===== config.mk =====
export PLATFORM = sky130hd
export DESIGN_NAME = tgl_status_unit
export DESIGN_NICKNAME = d
export VERILOG_FILES = /design/src/rtl/tgl_pkg.sv /design/src/rtl/tgl_prot_check.sv /design/src/rtl/tgl_guard_timer.sv /design/src/rtl/tgl_read_qual.sv /design/src/rtl/tgl_flip.sv /design/src/rtl/tgl_status_unit.sv
export SDC_FILE = /design/constraint.sdc
export NUM_CORES = 1
export LEC_CHECK = 0
export CAP_MARGIN = 30
export CORE_MARGIN = 2
export CORE_UTILIZATION = 61
export DETAILED_ROUTE_END_ITERATION = 10
export DONT_BUFFER_PORTS = 1
export PLACE_DENSITY = 0.74
export RECOVER_POWER = 25
export SYNTH_ARGS = -nofsm -noshare
export SYNTH_HDL_FRONTEND = slang
export SYNTH_SLANG_ARGS = --single-unit

===== constraint.sdc =====
create_clock -name clk -period 2.7 [get_ports clk]
set_input_delay 0.54 -clock clk [delete_from_list [all_inputs] [get_ports clk]]
set_output_delay 0.54 -clock clk [all_outputs]
set_load 0.02 [all_outputs]

===== src/rtl/tgl_pkg.sv =====
package tgl_pkg;

  typedef enum logic [2:0] {
    OP_IDLE   = 3'd0,
    OP_PROG   = 3'd1,
    OP_ERASE  = 3'd2,
    OP_ESUSP  = 3'd3,
    OP_ESPROG = 3'd4
  } op_state_e;

  // Mode toggle runs while an algorithm actively executes.
  function automatic logic mode_runs(input logic [2:0] st);
    return (st == OP_PROG) || (st == OP_ERASE) || (st == OP_ESPROG);
  endfunction

  // Sector toggle runs while an erase exists, active or suspended.
  function automatic logic erase_exists(input logic [2:0] st);
    return (st == OP_ERASE) || (st == OP_ESUSP) || (st == OP_ESPROG);
  endfunction

  // Any legal non-idle state keeps the read path on status.
  function automatic logic is_busy(input logic [2:0] st);
    return mode_runs(st) || (st == OP_ESUSP);
  endfunction

  function automatic logic is_prog_kind(input logic [2:0] st);
    return (st == OP_PROG) || (st == OP_ESPROG);
  endfunction

endpackage


===== src/rtl/tgl_prot_check.sv =====
module tgl_prot_check
  import tgl_pkg::*;
#(
  parameter int NSEC = 16,
  localparam int SW = (NSEC > 1) ? $clog2(NSEC) : 1
) (
  input  logic [2:0]      op_state,
  input  logic [NSEC-1:0] erase_sel,
  input  logic [NSEC-1:0] prot_mask,
  input  logic [SW-1:0]   prog_sector,
  output logic            hit_all_prot,
  output logic            hit_prog_prot
);

  logic [NSEC-1:0] open_sel;
  logic            any_sel;
  logic            any_open;

  always_comb begin
    open_sel = erase_sel & ~prot_mask;
    any_sel  = |erase_sel;
    any_open = |open_sel;
  end

  // Erase where each picked sector is locked: nothing left to erase.
  assign hit_all_prot  = (op_state == OP_ERASE) && any_sel && !any_open;
  // Program aimed at a locked sector.
  assign hit_prog_prot = is_prog_kind(op_state) && prot_mask[prog_sector];

endmodule


===== src/rtl/tgl_guard_timer.sv =====
module tgl_guard_timer #(
  parameter int ALLPROT_CYC  = 40,
  parameter int PROGPROT_CYC = 24,
  localparam int MAXC = (ALLPROT_CYC > PROGPROT_CYC) ? ALLPROT_CYC : PROGPROT_CYC,
  localparam int CW   = $clog2(MAXC + 1)
) (
  input  logic clk,
  input  logic rst_n,
  input  logic start,
  input  logic hit_all_prot,
  input  logic hit_prog_prot,
  output logic guard_on
);

  localparam logic [CW-1:0] LOAD_ALL  = CW'(ALLPROT_CYC);
  localparam logic [CW-1:0] LOAD_PROG = CW'(PROGPROT_CYC);

  logic [CW-1:0] cnt_q;
  logic [CW-1:0] cnt_d;

  always_comb begin
    cnt_d = cnt_q;
    if (start) begin
      if (hit_all_prot)       cnt_d = LOAD_ALL;
      else if (hit_prog_prot) cnt_d = LOAD_PROG;
      else                    cnt_d = '0;
    end else if (cnt_q != '0) begin
      cnt_d = cnt_q - 1'b1;
    end
  end

  always_ff @(posedge clk or negedge rst_n) begin
    if (!rst_n) cnt_q <= '0;
    else        cnt_q <= cnt_d;
  end

  assign guard_on = (cnt_q != '0);

endmodule


===== src/rtl/tgl_read_qual.sv =====
module tgl_read_qual
  import tgl_pkg::*;
#(
  parameter int NSEC = 16,
  localparam int SW = (NSEC > 1) ? $clog2(NSEC) : 1
) (
  input  logic [2:0]      op_state,
  input  logic [NSEC-1:0] erase_sel,
  input  logic [SW-1:0]   rd_sector,
  input  logic            rd_strobe,
  input  logic            oe_n,
  input  logic            guard_on,
  output logic            flip_mode,
  output logic            flip_sect
);

  logic counted;
  logic mode_live;
  logic sect_live;

  always_comb begin
    counted   = rd_strobe && !oe_n;
    mode_live = mode_runs(op_state) || guard_on;
    sect_live = erase_exists(op_state) && erase_sel[rd_sector];
    flip_mode = counted && mode_live;
    flip_sect = counted && sect_live;
  end

endmodule


===== src/rtl/tgl_flip.sv =====
module tgl_flip (
  input  logic clk,
  input  logic rst_n,
  input  logic clear,
  input  logic flip,
  output logic q
);

  always_ff @(posedge clk or negedge rst_n) begin
    if (!rst_n)    q <= 1'b0;
    else if (clear) q <= 1'b0;
    else if (flip)  q <= ~q;
  end

endmodule


===== src/rtl/tgl_status_unit.sv =====
module tgl_status_unit
  import tgl_pkg::*;
#(
  parameter int NSEC         = 16,
  parameter int ALLPROT_CYC  = 40,
  parameter int PROGPROT_CYC = 24,
  localparam int SW = (NSEC > 1) ? $clog2(NSEC) : 1
) (
  input  logic            clk,
  input  logic            rst_n,
  input  logic            op_start,
  input  logic [2:0]      op_state,
  input  logic [NSEC-1:0] erase_sel,
  input  logic [NSEC-1:0] prot_mask,
  input  logic [SW-1:0]   prog_sector,
  input  logic [SW-1:0]   rd_sector,
  input  logic            rd_strobe,
  input  logic            oe_n,
  output logic            tgl_mode_o,
  output logic            tgl_sect_o,
  output logic            status_sel_o
);

  localparam int NBITS = 2;

  logic hit_all_prot;
  logic hit_prog_prot;
  logic guard_on;
  logic flip_mode;
  logic flip_sect;
  logic [NBITS-1:0] flip_vec;
  logic [NBITS-1:0] q_vec;

  tgl_prot_check #(.NSEC(NSEC)) u_prot (
    .op_state     (op_state),
    .erase_sel    (erase_sel),
    .prot_mask    (prot_mask),
    .prog_sector  (prog_sector),
    .hit_all_prot (hit_all_prot),
    .hit_prog_prot(hit_prog_prot)
  );

  tgl_guard_timer #(
    .ALLPROT_CYC (ALLPROT_CYC),
    .PROGPROT_CYC(PROGPROT_CYC)
  ) u_guard (
    .clk          (clk),
    .rst_n        (rst_n),
    .start        (op_start),
    .hit_all_prot (hit_all_prot),
    .hit_prog_prot(hit_prog_prot),
    .guard_on     (guard_on)
  );

  tgl_read_qual #(.NSEC(NSEC)) u_qual (
    .op_state (op_state),
    .erase_sel(erase_sel),
    .rd_sector(rd_sector),
    .rd_strobe(rd_strobe),
    .oe_n     (oe_n),
    .guard_on (guard_on),
    .flip_mode(flip_mode),
    .flip_sect(flip_sect)
  );

  assign flip_vec = {flip_sect, flip_mode};

  for (genvar g = 0; g < NBITS; g++) begin : g_bit
    tgl_flip u_flip (
      .clk  (clk),
      .rst_n(rst_n),
      .clear(op_start),
      .flip (flip_vec[g]),
      .q    (q_vec[g])
    );
  end

  assign tgl_mode_o   = q_vec[0];
  assign tgl_sect_o   = q_vec[1];
  assign status_sel_o = is_busy(op_state) || guard_on;

endmodule


==> impl_metrics.toml <==
[run_status]
status = "complete, no violations"

[routing]
vias = 869
drt_first_pass_iters = 3
antenna_left = 0
drc_errors = 0
drt_iter0_drc = 12
vias_per_cell = 6.79
wl_per_cell_um = 17.4
wl_mm = 2.23

[setup_path]
worstPathRequired_ns = 2.16
slowest_stage = "dfrtp_1"
path_cells = "nor3_1 -> and3b_1 -> nand2_1"
cp-end-kind = "output port"
rrSetupSlack_ns = 1.21
slowest_delay_ns = 0.41
startpoint_type = "flip-flop"
cp_max_fo = 5
worst-setup-path-type = "reg -> out"
critPathArrivalTime_ns = 1.44

[clock_network]
cts_resized = 0
cts_buffer_depth = 2
cts-root-buf = "clkbuf_4"
cts_inserted_buffers = 3
clock_sinks = 8
insertion_delay_ns = 0.25
cts_htree_levels = 1
clk_pin_slew_ns = 0.05
cts_tree = "built"

[yosys]
syn_inst = 110
synthDominantCellAreaShare_pct = 21.2
synth_compound_area_share_pct = 18.0
synthesis.nets = 160
synthSimpleGateAreaFrac_pct = 22.3
synth_edf_count = 0
yosysWarningCount = 0
synth_ff_type = "dfrtp_1"
synth_area_per_cell_um2 = 8.58
yosysSeqAreaShare_pct = 21.2
synthMuxAreaShare_pct = 22.8
synth_xor_area_share_pct = 6.50
synth_top_area_cell = "dfrtp_1"
synth-async-reset-ratio_pct = 100
synthAdderAreaFrac_pct = 2.65
synth_top_family_by_area = "multiplexers"
syn-cell-area_um2 = 943
synth_cell_type_count = 39
netlist_top_cells_area = "dfrtp_1 21%, mux4_2 12%, inv_1 5.6%"
ys_ff_latch = 8

[timing]
fmax_mhz = 504
tightest_slew_ns = 0.457
finalCriticalPeriod_ns = 1.98
tns_ns = 0
maxSlewHeadroom_pct = 68.8
rsz0062_at_grt = "no"
hold_violations = 0
drv_slew = 0
finalSetupViolCount = 0
fin_crit_sh_pct = 73.5
finClkSkew_ns = 0.00238

[global_route]
antenna_found_initial = 0
grt_pass1_vias = 968
grt_max_degree = 13
overflow = 0
grt_pass1_wl_mm = 3.59
grt_use_total_pct = 25.6

[power]
sw_frac_of_total_pct = 37.4
combPwrFrac_pct = 48.2
ir_drop_mv = 0.251
power.total_mw = 0.551
switchingPower_mw = 0.206
p_seq_share_pct = 35.7
clkPwrFrac_pct = 16.1
intPower_mw = 0.345
power.density_nw_per_um2 = 558
p_leak_nw = 0.417

[place]
placed_area_um2 = 955
gp_congestion = 0.931
dp_hpwl_mm = 1.88
io_buffers = 0

[floorplan]
placementRows = 14
num_io_pins = 51
core_area_um2 = 1470
die_w_um = 43.3
initial_core_util_pct = 64.1
die_y_um = 43.3
die-area_um2 = 1880

[final_layout]
area_growth_pct = 4.64
fin_util_pct = 67.1
drive_gt1_share_pct = 8.93
nNetsFinal = 164
stdcell_area_um2 = 987
diodes = 0

[min_path]
hp-class = "in -> reg"

[job]
maxCapViolations = 0
-- critical path: cells and delay by family (launching register included) --
kind / cells / cell delay [ns]
AND/OR/NAND/NOR: 3 / 0.78
flip-flops: 1 / 0.41
-- worst paths after layout --
check	end	cells after the start	start
setup / recovery	status_sel_o	3	u_guard.cnt_q[2]
hold / removal	u_guard.cnt_q[2]	1	op_start
setup reg to reg	g_bit[0].u_flip.q	5	u_guard.cnt_q[2]
hold reg to reg	u_guard.cnt_q[1]	2	u_guard.cnt_q[1]
max in group asynchronous	g_bit[0].u_flip.q	1	rst_n
min in group asynchronous	u_guard.cnt_q[3]	1	rst_n
-- metal layers --
metal / vias up / global-route usage (%) / routed length (um) / part of all wire [%]
met5: - / 0 / 0 / 0
met4: 0 / 10.9 / 38 / 1.7
met3: 5 / 6.81 / 218 / 9.8
met2: 50 / 48.4 / 1140 / 51
met1: 395 / 25.9 / 831 / 37
li1: 419 / - / - / -
-- cell type report --
class                      count  area, um2
clock buffer                   3       22.5
fill                         133        484
inverter                      14       52.6
multi-input combinational     86        682
sequential                     8        200
tap                           16       20.0
timing repair buffer           1       10.0
-- kinds of logic after synthesis --
group                      Yosys count
and+or+nand+nor                     39
AOI/OAI and AO/OA                   25
buffers and inverters               16
muxes                               13
DFF                                  8
xor gates and xnor gates             7
adders and majority gates            2
-- power by group through the flow --
stage               logic (mW)  clock network, mW  registers (mW)
detailed placement       0.262                  0           0.200
floorplan                0.231                  0           0.191
global placement         0.258                  0           0.198
global route             0.306             0.0942           0.203
CTS                      0.268             0.0914           0.198
finish                   0.266             0.0884           0.197
-- cells in the final DEF, fill, tap and decap left out --
cell            n
a2111oi_0       1
a211oi_1        1
a21oi_1         7
a22oi_1         1
a31oi_1         2
and2_1          1
and2b_1         1
and3b_1         1
clkbuf_4        3
dfrtp_1         8
dlygate4sd3_1   1
ha_1            2
inv_1          14
mux2_2          1
mux2_4          1
mux2i_1         5
mux4_1          1
mux4_2          5
nand2_1         4
nand2b_1        3
nand3_1         2
nand3b_1        1
nand4_1         2
nor2_1         10
nor2b_1         7
nor3_1          2
nor4_1          4
o2111ai_1       3
o211ai_1        1
o21ai_0         1
o21ai_1         2
o221ai_1        2
o22ai_1         1
o31a_1          1
o32ai_1         1
o41ai_1         1
or4_1           1
xnor2_1         3
xor2_1          4
-- synth_stat cells (all sizes together), types with 2 or more instances --
cell and instances:
inv 14, nor2 10, dfrtp 8, a21oi 7, nor2b 7, mux4 6, mux2i 5, nand2 4
nor4 4, xor2 4, nand2b 3, o2111ai 3, o21ai 3, xnor2 3, a31oi 2, ha 2
mux2 2, nand3 2, nand4 2, nor3 2, o221ai 2
-- sequential cells by signal (all words and copies together), names as in the netlist --
register / cells
g_bit.u_flip.q: 2
u_guard.cnt_q: 6
-- through the flow --
stage          hold WS, ns  worst slack [ns]  cells
4_1_cts              0.345             0.697    128
3_5_place_dp         0.245             0.909    124
3_3_place_gp         0.245             0.932    124
5_1_grt              0.341             0.601    128
6_report             0.351             0.717    128
2_1_floorplan        0.244             0.954    110
-- what timing repair did --
| action | 4_1_cts | 5_1_grt |
|---|---|---|
| setup buffers | 0 | 0 |
| setup endpoints to repair | 0 | 0 |
| hold endpoints to repair | 8 | 0 |
| hold buffers | 1 | 0 |
(Power assumes the default switching activity.)
